[src/rtl/rsif_mode_pkg.sv]
// Shared types and constants for the resolver front-end mode controller.
// Assumes a 2-bit mode code that software decodes, so the encoding is fixed.
package rsif_mode_pkg;

    typedef enum logic [1:0] {
        MODE_RESET  = 2'd0,
        MODE_DIAG   = 2'd1,
        MODE_NORMAL = 2'd2,
        MODE_FAULT  = 2'd3
    } rsif_mode_e;

    // Number of fixed maskable monitor flags ahead of the per-channel ones.
    localparam int FIXED_MON = 10;
    // Number of critical, unmaskable flags.
    localparam int NCRIT     = 10;

    // Legal exciter mode codes are 01 and 10.
    function automatic logic exc_mode_bad(input logic [1:0] code);
        return (code == 2'b00) || (code == 2'b11);
    endfunction

endpackage

[src/rtl/rsif_rst_gate.sv]
// Reset gate: synchronises the external reset pin and ORs it with the
// supply, clock and thermal holds. It then requires DEGLITCH_CYC
// consecutive clean cycles before it raises run_o.
// Assumes the hold flags are already synchronous to clk.
module rsif_rst_gate #(
    parameter int DEGLITCH_CYC = 7000,
    localparam int CW = $clog2(DEGLITCH_CYC + 1)
) (
    input  logic clk,
    input  logic rst_n,
    input  logic ext_rst_n,
    input  logic osc_flt,
    input  logic tsd_flt,
    input  logic vdd_uv,
    input  logic vcc_uv,
    output logic run_o
);

    logic          pin_s1, pin_s2;
    logic          hold;
    logic [CW-1:0] clean_cnt;

    // Two-flop synchroniser for the asynchronous reset pin.
    always_ff @(posedge clk) begin
        if (!rst_n) begin
            pin_s1 <= 1'b0;
            pin_s2 <= 1'b0;
        end else begin
            pin_s1 <= ext_rst_n;
            pin_s2 <= pin_s1;
        end
    end

    // Any hold source keeps the logic frozen.
    always_comb hold = !pin_s2 || osc_flt || tsd_flt || vdd_uv || vcc_uv;

    // Deglitch counter: counts clean cycles and releases at the limit.
    always_ff @(posedge clk) begin
        if (!rst_n || hold) begin
            clean_cnt <= '0;
            run_o     <= 1'b0;
        end else if (!run_o) begin
            if (clean_cnt == CW'(DEGLITCH_CYC - 1)) begin
                run_o <= 1'b1;
            end else begin
                clean_cnt <= clean_cnt + 1'b1;
            end
        end
    end

    // A hold seen at an edge always drops run on that edge.
    assert_hold_blocks_run_R1: assert property (@(posedge clk) disable iff (!rst_n)
        hold |=> !run_o);

    // Release only ever follows a clean cycle.
    assert_release_after_clean_R2: assert property (@(posedge clk) disable iff (!rst_n)
        $rose(run_o) |-> $past(!hold));

endmodule

[src/rtl/rsif_fault_agg.sv]
// Fault aggregator: gates each monitor flag with its mask bit and adds the
// illegal exciter mode code to form the maskable-path fault. It ORs the
// critical flags and both self-test failures into a separate aggregate.
// Purely combinational.
module rsif_fault_agg
    import rsif_mode_pkg::*;
#(
    parameter int NMON = 16
) (
    input  logic [NMON-1:0]  mon_flt,
    input  logic [NMON-1:0]  mon_msk,
    input  logic [1:0]       exc_mode,
    input  logic [NCRIT-1:0] crit_flt,
    input  logic             bist_a_flt,
    input  logic             bist_l_flt,
    output logic             mon_any_o,
    output logic             crit_any_o
);

    logic [NMON-1:0] gated;

    // One mask gate per monitor flag.
    for (genvar gi = 0; gi < NMON; gi++) begin : g_gate
        always_comb gated[gi] = mon_flt[gi] & ~mon_msk[gi];
    end

    // Maskable-path decision, including the illegal mode code.
    always_comb mon_any_o = (|gated) || exc_mode_bad(exc_mode);

    // Critical aggregate, which has no mask.
    always_comb crit_any_o = (|crit_flt) || bist_a_flt || bist_l_flt;

endmodule

[src/rtl/rsif_mode_fsm.sv]
// Mode state machine and enable decode. Assumes all commands are
// single-cycle strobes and the fault aggregates are synchronous to clk.
// Falls to RESET whenever run_i is low.
module rsif_mode_fsm
    import rsif_mode_pkg::*;
(
    input  logic       clk,
    input  logic       rst_n,
    input  logic       run_i,
    input  logic       bist_ok_i,
    input  logic       mon_any_i,
    input  logic       crit_any_i,
    input  logic       cmd_diag_exit,
    input  logic       cmd_diag_req,
    input  logic       cmd_fault_clr,
    input  logic       cfg_exc_en,
    input  logic       cfg_loop_en,
    input  logic       cfg_exc_ovr,
    output logic       boost_en,
    output logic       exc_en,
    output logic       loop_en,
    output logic       fault_pull_low,
    output logic [1:0] mode_code
);

    rsif_mode_e state, state_nx;
    logic       any_flt;

    // Combined fault condition from both aggregates.
    always_comb any_flt = mon_any_i || crit_any_i;

    // Next-mode selection; a fault outranks a diagnostics request.
    always_comb begin
        state_nx = state;
        unique case (state)
            MODE_RESET:  state_nx = MODE_DIAG;
            MODE_DIAG:   if (bist_ok_i || cmd_diag_exit) state_nx = MODE_NORMAL;
            MODE_NORMAL: if (any_flt) state_nx = MODE_FAULT;
                         else if (cmd_diag_req) state_nx = MODE_DIAG;
            MODE_FAULT:  if (cmd_fault_clr && !any_flt) state_nx = MODE_NORMAL;
            default:     state_nx = MODE_RESET;
        endcase
    end

    // Mode register, frozen in RESET while run is low.
    always_ff @(posedge clk) begin
        if (!rst_n || !run_i) state <= MODE_RESET;
        else                  state <= state_nx;
    end

    // Per-mode enable and fault-pin decode.
    always_comb begin
        boost_en       = 1'b0;
        exc_en         = 1'b0;
        loop_en        = 1'b0;
        fault_pull_low = 1'b1;
        case (state)
            MODE_NORMAL: begin
                boost_en = 1'b1;
                exc_en   = cfg_exc_en;
                loop_en  = cfg_loop_en;
            end
            MODE_FAULT: begin
                boost_en       = 1'b1;
                exc_en         = cfg_exc_ovr & cfg_exc_en;
                fault_pull_low = 1'b0;
            end
            default: ;
        endcase
    end

    always_comb mode_code = state;

    // An active fault in NORMAL leads to FAULT on the next clock.
    assert_normal_to_fault_R7: assert property (@(posedge clk) disable iff (!rst_n)
        (state == MODE_NORMAL && run_i && any_flt) |=> state == MODE_FAULT);

    // FAULT is held unless a clean clear strobe arrives.
    assert_fault_sticky_R11: assert property (@(posedge clk) disable iff (!rst_n)
        (state == MODE_FAULT && run_i && (!cmd_fault_clr || any_flt)) |=> state == MODE_FAULT);

    // Without run the mode is RESET on the next clock.
    assert_frozen_R1: assert property (@(posedge clk) disable iff (!rst_n)
        !run_i |=> state == MODE_RESET);

endmodule

[src/rtl/rsif_mode_ctrl.sv]
// Top of the resolver front-end mode controller. It connects the reset
// gate, the fault aggregator and the mode state machine. NCH sets the
// number of input channels with over- and undervoltage monitors.
// DEGLITCH_CYC is the release delay in clocks (7000 gives 70 us at 100 MHz).
module rsif_mode_ctrl
    import rsif_mode_pkg::*;
#(
    parameter int NCH          = 3,
    parameter int DEGLITCH_CYC = 7000,
    localparam int NMON        = FIXED_MON + 2 * NCH
) (
    input  logic             clk,
    input  logic             rst_n,
    input  logic             ext_rst_n,
    input  logic             osc_flt,
    input  logic             tsd_flt,
    input  logic             vdd_uv,
    input  logic             vcc_uv,
    input  logic             bist_a_flt,
    input  logic             bist_l_flt,
    input  logic             afe_cal_flt,
    input  logic [NMON-1:0]  mon_flt,
    input  logic [NMON-1:0]  mon_msk,
    input  logic [1:0]       exc_mode,
    input  logic [NCRIT-1:0] crit_flt,
    input  logic             cmd_diag_exit,
    input  logic             cmd_diag_req,
    input  logic             cmd_fault_clr,
    input  logic             cfg_exc_en,
    input  logic             cfg_loop_en,
    input  logic             cfg_exc_ovr,
    output logic             boost_en,
    output logic             exc_en,
    output logic             loop_en,
    output logic             fault_pull_low,
    output logic             crit_any,
    output logic [1:0]       mode_code
);

    logic run;
    logic mon_any;
    logic bist_ok;

    // Self-test pass needs both self-tests and calibration clean.
    always_comb bist_ok = !bist_a_flt && !bist_l_flt && !afe_cal_flt;

    rsif_rst_gate #(.DEGLITCH_CYC(DEGLITCH_CYC)) u_gate (
        .clk       (clk),
        .rst_n     (rst_n),
        .ext_rst_n (ext_rst_n),
        .osc_flt   (osc_flt),
        .tsd_flt   (tsd_flt),
        .vdd_uv    (vdd_uv),
        .vcc_uv    (vcc_uv),
        .run_o     (run)
    );

    rsif_fault_agg #(.NMON(NMON)) u_agg (
        .mon_flt    (mon_flt),
        .mon_msk    (mon_msk),
        .exc_mode   (exc_mode),
        .crit_flt   (crit_flt),
        .bist_a_flt (bist_a_flt),
        .bist_l_flt (bist_l_flt),
        .mon_any_o  (mon_any),
        .crit_any_o (crit_any)
    );

    rsif_mode_fsm u_fsm (
        .clk            (clk),
        .rst_n          (rst_n),
        .run_i          (run),
        .bist_ok_i      (bist_ok),
        .mon_any_i      (mon_any),
        .crit_any_i     (crit_any),
        .cmd_diag_exit  (cmd_diag_exit),
        .cmd_diag_req   (cmd_diag_req),
        .cmd_fault_clr  (cmd_fault_clr),
        .cfg_exc_en     (cfg_exc_en),
        .cfg_loop_en    (cfg_loop_en),
        .cfg_exc_ovr    (cfg_exc_ovr),
        .boost_en       (boost_en),
        .exc_en         (exc_en),
        .loop_en        (loop_en),
        .fault_pull_low (fault_pull_low),
        .mode_code      (mode_code)
    );

    // An illegal exciter code in a running NORMAL mode forces FAULT.
    assert_bad_code_faults_R8: assert property (@(posedge clk) disable iff (!rst_n)
        (mode_code == 2'd2 && run && exc_mode_bad(exc_mode)) |=> mode_code == 2'd3);

    // The fault mode releases the pin and stops the loop but keeps the boost on.
    assert_fault_outputs_R10: assert property (@(posedge clk) disable iff (!rst_n)
        mode_code == 2'd3 |-> (!fault_pull_low && boost_en && !loop_en));

    // A self-test pass in a running DIAGNOSTICS mode leads to NORMAL.
    assert_diag_exit_R4: assert property (@(posedge clk) disable iff (!rst_n)
        (mode_code == 2'd1 && run && bist_ok) |=> mode_code == 2'd2);

    // Whenever the block is out of NORMAL and FAULT, all enables are off.
    assert_quiet_modes_R3: assert property (@(posedge clk) disable iff (!rst_n)
        (mode_code < 2'd2) |-> (!boost_en && !exc_en && !loop_en && fault_pull_low));

endmodule

[config.mk]
export PLATFORM = sky130hd
export DESIGN_NAME = rsif_mode_ctrl
export DESIGN_NICKNAME = d
export VERILOG_FILES = /design/src/rtl/rsif_mode_pkg.sv /design/src/rtl/rsif_rst_gate.sv /design/src/rtl/rsif_fault_agg.sv /design/src/rtl/rsif_mode_fsm.sv /design/src/rtl/rsif_mode_ctrl.sv
export SDC_FILE = /design/constraint.sdc
export NUM_CORES = 1
export LEC_CHECK = 0
export BUFFER_PORTS_ARGS = -buffer_cell sky130_fd_sc_hd__buf_2
export CELL_PAD_IN_SITES_DETAIL_PLACEMENT = 2
export CELL_PAD_IN_SITES_GLOBAL_PLACEMENT = 2
export CORE_MARGIN = 2
export CORE_UTILIZATION = 21
export CTS_CLUSTER_SIZE = 30
export DETAILED_ROUTE_END_ITERATION = 12
export PLACE_DENSITY_LB_ADDON = 0.1
export REMOVE_ABC_BUFFERS = 1
export SLEW_MARGIN = 10
export SYNTH_ARGS = -nofsm -noshare
export SYNTH_HDL_FRONTEND = slang
export SYNTH_SLANG_ARGS = --single-unit
[constraint.sdc]
create_clock -name clk -period 2.45 [get_ports clk]
set_clock_uncertainty 0.2 [all_clocks]
set_input_delay 0.245 -clock clk [delete_from_list [all_inputs] [get_ports clk]]
set_output_delay 0.245 -clock clk [all_outputs]
set_load 0.01 [all_outputs]
# Word-level counts from Yosys, hierarchy flattened

Index checks and enable logic that the tools add are counted.

Reduce and logical (&&, ||, !) cells: 29
Add/sub/neg operators: 1
Bitwise logic cells: 35
Multiplexer cells: 11
Eq/ne operators: 8

Operators with widths:

| operator                                      | number |
|---|---|
| NOT 1 bit                                     | 18 |
| AND 1 bit                                     | 17 |
| OR reduction 16 bit                           | 1 |
| adder 13 x 1 -> 13 bit, second input constant | 1 |
| == test 13 bit, second input constant         | 1 |
| logical OR 1 bit                              | 12 |
| OR reduction 10 bit                           | 1 |
| 2-to-1 mux 2 bit                              | 4 |
| case mux 2 bit (4 select lines)               | 1 |
| logical NOT 1 bit                             | 7 |
| == test 2 bit, second input constant          | 3 |
| 2-to-1 mux 1 bit                              | 5 |
| logical NOT 2 bit                             | 2 |
| != test 2 x 1 -> 1 bit, second input constant | 2 |
| logical AND 1 bit                             | 3 |
| != test 3 x 2 -> 1 bit, second input constant | 1 |
| AND reduction 3 bit                           | 1 |
| == test 2 x 1 -> 1 bit, second input constant | 1 |
| case mux 1 bit (2 select lines)               | 1 |
| AND reduction 2 bit                           | 1 |
| OR reduction 2 bit                            | 1 |

Input bits: 60
Register bits: 18

# Logic depth before layout (Yosys ltp)

Gate-level depths: netlist (run 1).

Word-level depth: 9
Gate-level depth with buffers: 7

# By module

Synthesis (run 1) repeated with hierarchy kept, for this count alone.

Cells, all modules: 129
Area, all modules: 1038.5 µm²

By module, submodules not included:

| module         | area an instance (µm²) | sequential area each (µm²) | times used | cells each |
|---|---|---|---|---|
| rsif_rst_gate  | 728.2                  | 320.3                      | 1          | 80 |
| rsif_fault_agg | 162.7                  | 0.0                        | 1          | 30 |
| rsif_mode_fsm  | 137.6                  | 40.0                       | 1          | 18 |
| rsif_mode_ctrl | 10.0                   | 0.0                        | 1          | 1 |

# Least setup slack after synthesis (run 1)

No wires, ideal clock.

Path type: register to register
Start: register u_gate.clean_cnt[0]
End: register u_gate.clean_cnt[10]
Stages on the path, launching flop included: 8
Setup time: 0.128 ns
Path slack: 0.727 ns
Clock period less this slack: 1.723 ns
Arrival time: 1.395 ns
Cells stage by stage: dfxtp_1 > ha_1 > nor4b_4 > a31oi_4 > buf_6 > nand3_1 > xor2_1 > nor2_1

Cells in the longest elaborated chain, start to end: 3

RTL lines:

| item                                                           | RTL line            | source |
|---|---|---|
| start: declaration                                             | rsif_rst_gate.sv:21 | `logic [CW-1:0] clean_cnt;` |
| start signal: assignment                                       | rsif_rst_gate.sv:46 | `clean_cnt <= clean_cnt + 1'b1;` |
| branches (longest 3 deep; another with adder 13 x 1 -> 13 bit) | --                  |  |

Several ways; the timed one is not identified.
A chain may end at the register's enable or synchronous reset.

# Worst setup path after layout (run 1)

Start: register u_gate.clean_cnt[0]
End: register u_gate.clean_cnt[9]

Same word-level chain as after synthesis.

==> results of run 1 <==
==> registers in the layout, summed over array words and instances (netlist names) <==
name	cells
u_gate.pin_s1	1
u_gate.run_o	1
u_fsm.mode_code	2
u_gate.clean_cnt	13
u_gate.pin_s2	1
==> cell families after synthesis <==
family / share of synthesized area
flops: 0.355
buf+inv: 0.0850
compound gates: 0.124
simple gates: 0.302
xor+xnor: 0.112
mux: 0.00985
fa+ha+maj: 0.0123
==> metrics by stage <==
step           power [mW]  hold slack [ps]  cells   util
2_1_floorplan       0.317              160    117      -
3_3_place_gp        0.365              222    237  0.297
3_5_place_dp        0.370              235    237  0.297
4_1_cts             0.577             3.93    240  0.306
5_1_grt             0.590             12.4    240  0.306
6_report            0.563             7.53    240  0.306
==> cells in the mapped netlist <==
cell type  instances  share of area
a21oi_1            1         0.0049
a221oi_1           3          0.026
a311oi_1           1         0.0086
a31oi_4            1          0.021
and2_1             4          0.025
and3_1             4          0.025
and4_1             4          0.034
and4b_4            1          0.014
buf_6              1          0.011
clkbuf_1           2         0.0074
dfxtp_1           18           0.35
ha_1               1          0.012
inv_1             18          0.066
mux2i_1            1         0.0099
nand2_1            4          0.015
nand3_1            6          0.030
nand3_2            1         0.0099
nand3b_1           1         0.0074
nand4_1            4          0.025
nor2_1            14          0.052
nor3_1             2         0.0099
nor4_1             4          0.025
nor4b_1            1         0.0086
nor4b_4            1          0.023
o211a_1            1         0.0099
o211ai_1           2          0.015
o22ai_1            5          0.031
o32ai_1            1         0.0086
xnor2_1            2          0.017
xor2_1            11          0.095
==> per-layer routing <==
metal	global-route usage	share of wire
met5	0	0
met4	0.0303	0.0096
met3	0.0274	0.047
met2	0.261	0.56
met1	0.130	0.38
==> final cells by class <==
| cell class | instances | area share |
|---|---|---|
| tap | 54 | 0.0470 |
| clock buffer | 3 | 0.0287 |
| multi-input combinational | 81 | 0.396 |
| sequential | 18 | 0.251 |
| timing repair buffer | 66 | 0.230 |
| inverter | 18 | 0.0470 |
==> cell usage in the layout, fill, tap and decap left out, types with 2 or more instances in the layout <==
cell	instances
xnor2_1	2
a221oi_1	3
and2_1	4
nor2_1	14
and3_1	4
o211ai_1	2
and4_1	4
xor2_1	11
buf_2	66
inv_1	18
nor4_1	4
dfxtp_1	18
nor3_1	2
nand2_1	4
clkbuf_8	3
nand4_1	4
nand3_1	6
o22ai_1	5
==> final timing paths <==
path	startpoint	end	cells after the start
max	u_gate.clean_cnt[0]$_SDFFE_PP0P_	u_gate.clean_cnt[9]$_SDFFE_PP0P_	6
min	ext_rst_n	u_gate.pin_s1$_SDFF_PN0_	2
max reg2reg	u_gate.clean_cnt[0]$_SDFFE_PP0P_	u_gate.clean_cnt[9]$_SDFFE_PP0P_	6
min reg2reg	u_gate.pin_s1$_SDFF_PN0_	u_gate.pin_s2$_SDFF_PN0_	1
==> power by group through the flow <==
stage               logic (mW)  clock network (mW)  registers, mW
global placement        0.0638                   0          0.301
CTS                     0.0686               0.214          0.294
global route            0.0753               0.221          0.294
finish                  0.0668               0.202          0.294
floorplan               0.0163                   0          0.301
detailed placement      0.0685                   0          0.301
==> run metrics, run 1 <==
PnR worst setup slack 479 ps; power density cells 392 nW/µm²; share of layout cells above drive strength 1 0.392; DP Wirelength 2810 µm; sw power 117 µW; Slew @ Worst Pin 577 ps; largest net degree at the start of global routing 15; f_max 0.507 GHz; H-tree Lvls 1; clk sinks 18; Yosys warning total 0; Distinct cells, synth 30; Seq/Total Area, Yosys 0.355; fin crit share 0.804; Clock Pin Slew Worst Setup and Hold Paths 60 ps; Via Count 1,127; post-route design area 1440 µm²; post-CTS setup buffer count 0; Layout fillers 582; die width 73.6 µm; Syn Area/Cell 8.47 µm²; vias in the first global route 1,263; Wirelength per Cell 13.5 µm; port buffer count 66; Netlist Area Pre-Place 1020 µm²; Cell Chain, Critical Path ha_1, nor4b_4, a31oi_4, nand4_1, xor2_1, nor2_1; final setup fails 0; initial core utilization 0.217; die area 5410 µm²; Syn Inst Count 120; Reg2Reg Setup Slack 480 ps; Final Critical Period 1970 ps; CTS tree yes; Reg area 360 µm²; first-pass GRT wire length 5440 µm; routed vias/inst 4.70; worst-path fanout max 14; final wirelength 3240 µm; CORE AREA 4690 µm²; status finished clean; Rel. slew slack 0.614; DIE HEIGHT 73.6 µm; n_diodes 0; DRT Pass-1 Iters 3; Post-CTS Resized 0; startpoint type of the worst setup path flip-flop; footprint of the multi-input gates 569 µm²; VDD IR max 0.000137 V; DRC errors left 0; power share of the clock group 0.359; root buffer cell clkbuf_8; initial antenna violation count 0; Pins Over Slew Limit 0; HP Class primary input to flip-flop; Sw Ratio 0.208; worst endpoint required time 2370 ps; internal power 446 µW; initial drt markers 42; Routed Antenna Nets 0; I/O pins 67; final hold vios 0; max cap viols 0; combinational group share of total power 0.119; # rows 25; GRT Resource Usage Total 0.129; delay of the slowest cell on the worst path 410 ps; Yosys reg bits 18; Clk Latency, worst-skew pair 250 ps; GPL Wtd Cong 0.728; Reg power frac 0.523; crit-path leading delay family compound AO/OA/AOI/OAI gates; Cell Area, Placed 1400 µm²; RSZ-0062 raised after global routing no; Lkg Pwr 0.679 nW; Crit path arrival time 1890 ps; Max clock buf depth 2; total grt overflow 0; Crit-path slowest cell a31oi_4; kind of critical path flip-flop to flip-flop; setup TNS 0 ps; Layout Area Growth over Synthesis 41.4%; worst slack at placement 454 ps; Crit. End Element flip-flop; Worst Path Buf+Inv 0; Final #Nets 249; Hold Buf Count CTS 0; TritonCTS buffer count 3
Note: power is estimated with default switching activity, not from simulation.
==> inputs of run 2 (changes only) <==
- ABC_AREA: not set -> 1
- CORE_UTILIZATION: 21 -> 19
- clock period: 2.45 -> 1.8 ns (I/O delays scaled with it)
==> run 2 against run 1 <==
Total power increased by 43%. Flip-flop and latch count did not move. First-iteration DRC count down 57%. Highest routed layer unchanged.
==> run metrics, run 2 <==
most common cell after layout, fill and taps aside buf_2; worst hold path endpoint u_fsm.mode_code[0]$_SDFFE_PP0P_; clk sinks 18 (unchanged); initial drt markers 18 (-57%); total power 803 µW (+43%); largest net degree at the start of global routing 12 (-3); kind of critical path flip-flop to flip-flop; GPL Wtd Cong 0.732 (+0.47%); final hold slack 140 ps (+132 ps); Seq/Total Area, Yosys 0.303 (-0.0518); Final #Nets 331 (+33%); worst endpoint required time 1750 ps (-620 ps); Reg area 362 µm² (+0.35%); combinational group share of total power 0.132 (+0.013); initial core utilization 0.199 (-0.0179); f_max 0.601 GHz (+18%); Distinct cells, synth 30 (unchanged); Layout fillers 779 (+34%); Pins Over Slew Limit 0 (unchanged); Cell Area, Placed 1640 µm² (+18%); DIE HEIGHT 83.1 µm (+13%); Post-synth ARST share 0 (unchanged); root buffer cell clkbuf_8; final wirelength 4090 µm (+26%); Routed Antenna Nets 0 (unchanged); Netlist Area Pre-Place 1190 µm² (+17%); post-synth top area share 0.303 (-0.0518); Crit path arrival time 1620 ps (-270 ps); # rows 28 (+12%); GRT Resource Usage Total 0.125 (-0.00378); I/O pins 67 (unchanged); Layout Area Growth over Synthesis 46.1%; Reg power frac 0.499 (-0.024); DRC errors left 0 (unchanged); Top reg by flops u_gate.clean_cnt; die area 6910 µm² (+28%); fin crit share 0.925 (+0.121); most frequent cells in the layout buf_2 (66), nand2_1 (53), inv_1 (36); n_diodes 0 (unchanged); power share of the clock group 0.369 (+0.010); H-tree Lvls 1 (unchanged); HP Class primary input to flip-flop; die width 83.1 µm (+13%); Clock Pin Slew Worst Setup and Hold Paths 70 ps (about the same); Sw Ratio 0.235 (+0.0275); startpoint type of the worst setup path flip-flop; Rel. slew slack 0.785 (+0.171); Hold Crit Depth 6 (+4); power density cells 462 nW/µm² (+18%); Yosys reg bits 18 (unchanged); share of layout cells above drive strength 1 0.340 (-0.0529); internal power 614 µW (+38%); port buffer count 66 (unchanged); CORE AREA 5990 µm² (+28%); post-route design area 1740 µm² (+21%); most common cell in the netlist nand2_1; Synth area leader dfxtp_1; EDFF count, synth 0 (unchanged); Reg2Reg Setup Slack 130 ps (-340 ps); Hold Path Origin cmd_fault_clr; first-pass GRT wire length 7160 µm (+32%); RSZ-0062 raised after global routing no; Post-synth top cells nand2_1 (53), inv_1 (36), nor2_1 (24); footprint of the multi-input gates 682 µm² (+20%); total grt overflow 0 (unchanged); final hold vios 0 (unchanged); DP Wirelength 3480 µm (+24%); Max clock buf depth 2 (unchanged); Clk Latency, worst-skew pair 260 ps (about the same); TritonCTS buffer count 3 (unchanged); top_reg_cell synth dfxtp_1; Final Critical Period 1670 ps (-306 ps); Reg-to-Reg Start u_gate.clean_cnt[0]$_SDFFE_PP0P_; Syn Area/Cell 6.23 µm² (-26%); max cap viols 0 (unchanged); vias in the first global route 1,537 (+22%); Crit. End Element flip-flop; status finished clean; max reg flops 13 (unchanged); DRT Pass-1 Iters 4 (+1); synth top area cells dfxtp_1 (30%), nand2_1 (17%), inv_1 (11%); Wirelength per Cell 11.9 µm (-12%); worst-path fanout max 8 (-6); R2R cell count 9 (+3); Yosys warning total 0 (unchanged); Via Count 1,453 (+29%); routed vias/inst 4.24 (-9.8%); Syn Inst Count 191 (+59%); CTS tree yes; final setup fails 0 (unchanged); reg-to-reg endpoint u_gate.clean_cnt[6]$_SDFFE_PP0P_; Lkg Pwr 0.895 nW (+32%); Slew @ Worst Pin 320 ps (-258 ps); initial antenna violation count 0 (unchanged); sw power 189 µW (+61%); setup TNS 0 ps (unchanged); VDD IR max 0.000252 V (+84%)
-- run 2: stage by stage --
stage               instances  setup WS [ps]  utilization
floorplan                 189            161            -
global placement          335            105        0.274
detailed placement        335           62.8        0.274
CTS                       341           22.1        0.286
global route              343           17.1        0.290
finish                    343            135        0.290
-- run 2: worst max-delay path by stage --
stage                                     startpoint                               end  depth (start not counted)
finish              u_gate.clean_cnt[0]$_SDFFE_PP0P_  u_gate.clean_cnt[6]$_SDFFE_PP0P_                          9
global route        u_gate.clean_cnt[0]$_SDFFE_PP0P_  u_gate.clean_cnt[6]$_SDFFE_PP0P_                          9
CTS                 u_gate.clean_cnt[1]$_SDFFE_PP0P_  u_gate.clean_cnt[6]$_SDFFE_PP0P_                          9
detailed placement  u_gate.clean_cnt[1]$_SDFFE_PP0P_  u_gate.clean_cnt[6]$_SDFFE_PP0P_                          9
global placement    u_gate.clean_cnt[1]$_SDFFE_PP0P_  u_gate.clean_cnt[6]$_SDFFE_PP0P_                          9
floorplan           u_gate.clean_cnt[0]$_SDFFE_PP0P_  u_gate.clean_cnt[6]$_SDFFE_PP0P_                          9
-- run 2: worst max-delay path, cell delays in order, from the launching register on --
cell	delay, ps
dfxtp_1	380
ha_4	170
nand2_4	70
nor3_2	130
nand3_2	110
nand2_4	140
inv_4	80
nand3_1	80
xor2_1	160
nor2_1	50
-- run 2: cell type report --
class / instances / area share
multi-input combinational: 132 / 0.392
timing repair buffer: 76 / 0.236
sequential: 18 / 0.208
inverter: 39 / 0.0857
tap: 75 / 0.0540
clock buffer: 3 / 0.0238
-- run 2: power by group through the flow --
stage / logic, mW / clock network (mW) / registers [mW]
global placement: 0.101 / 0 / 0.410
floorplan: 0.0316 / 0 / 0.410
CTS: 0.109 / 0.312 / 0.401
detailed placement: 0.103 / 0 / 0.410
global route: 0.125 / 0.329 / 0.401
finish: 0.106 / 0.296 / 0.401
-- run 2: kinds of logic (layout without fill, tap and decap cells) --
| logic type | after synthesis | in the layout | synth area share |
|---|---|---|---|
| simple gates | 109 | 109 | 0.437 |
| buf+inv | 41 | 118 | 0.135 |
| compound gates | 19 | 19 | 0.0925 |
| flops | 18 | 18 | 0.303 |
| xor+xnor | 3 | 3 | 0.0221 |
| fa+ha+maj | 1 | 1 | 0.0105 |
-- run 2: layer usage --
metal	global-route usage	wire (µm)	share of wire
met5	0	0	0
met4	0.0179	14	0.0034
met3	0.0268	156	0.038
met2	0.229	2120	0.52
met1	0.152	1800	0.44
-- run 2: repair_timing --
item                                    in CTS  in global routing
hold endpoints to repair                     2                  0
buffers inserted                             0                  2
hold buffers                                 3                  0
resized for setup                            0                  4
endpoints found under the setup margin       0                  7
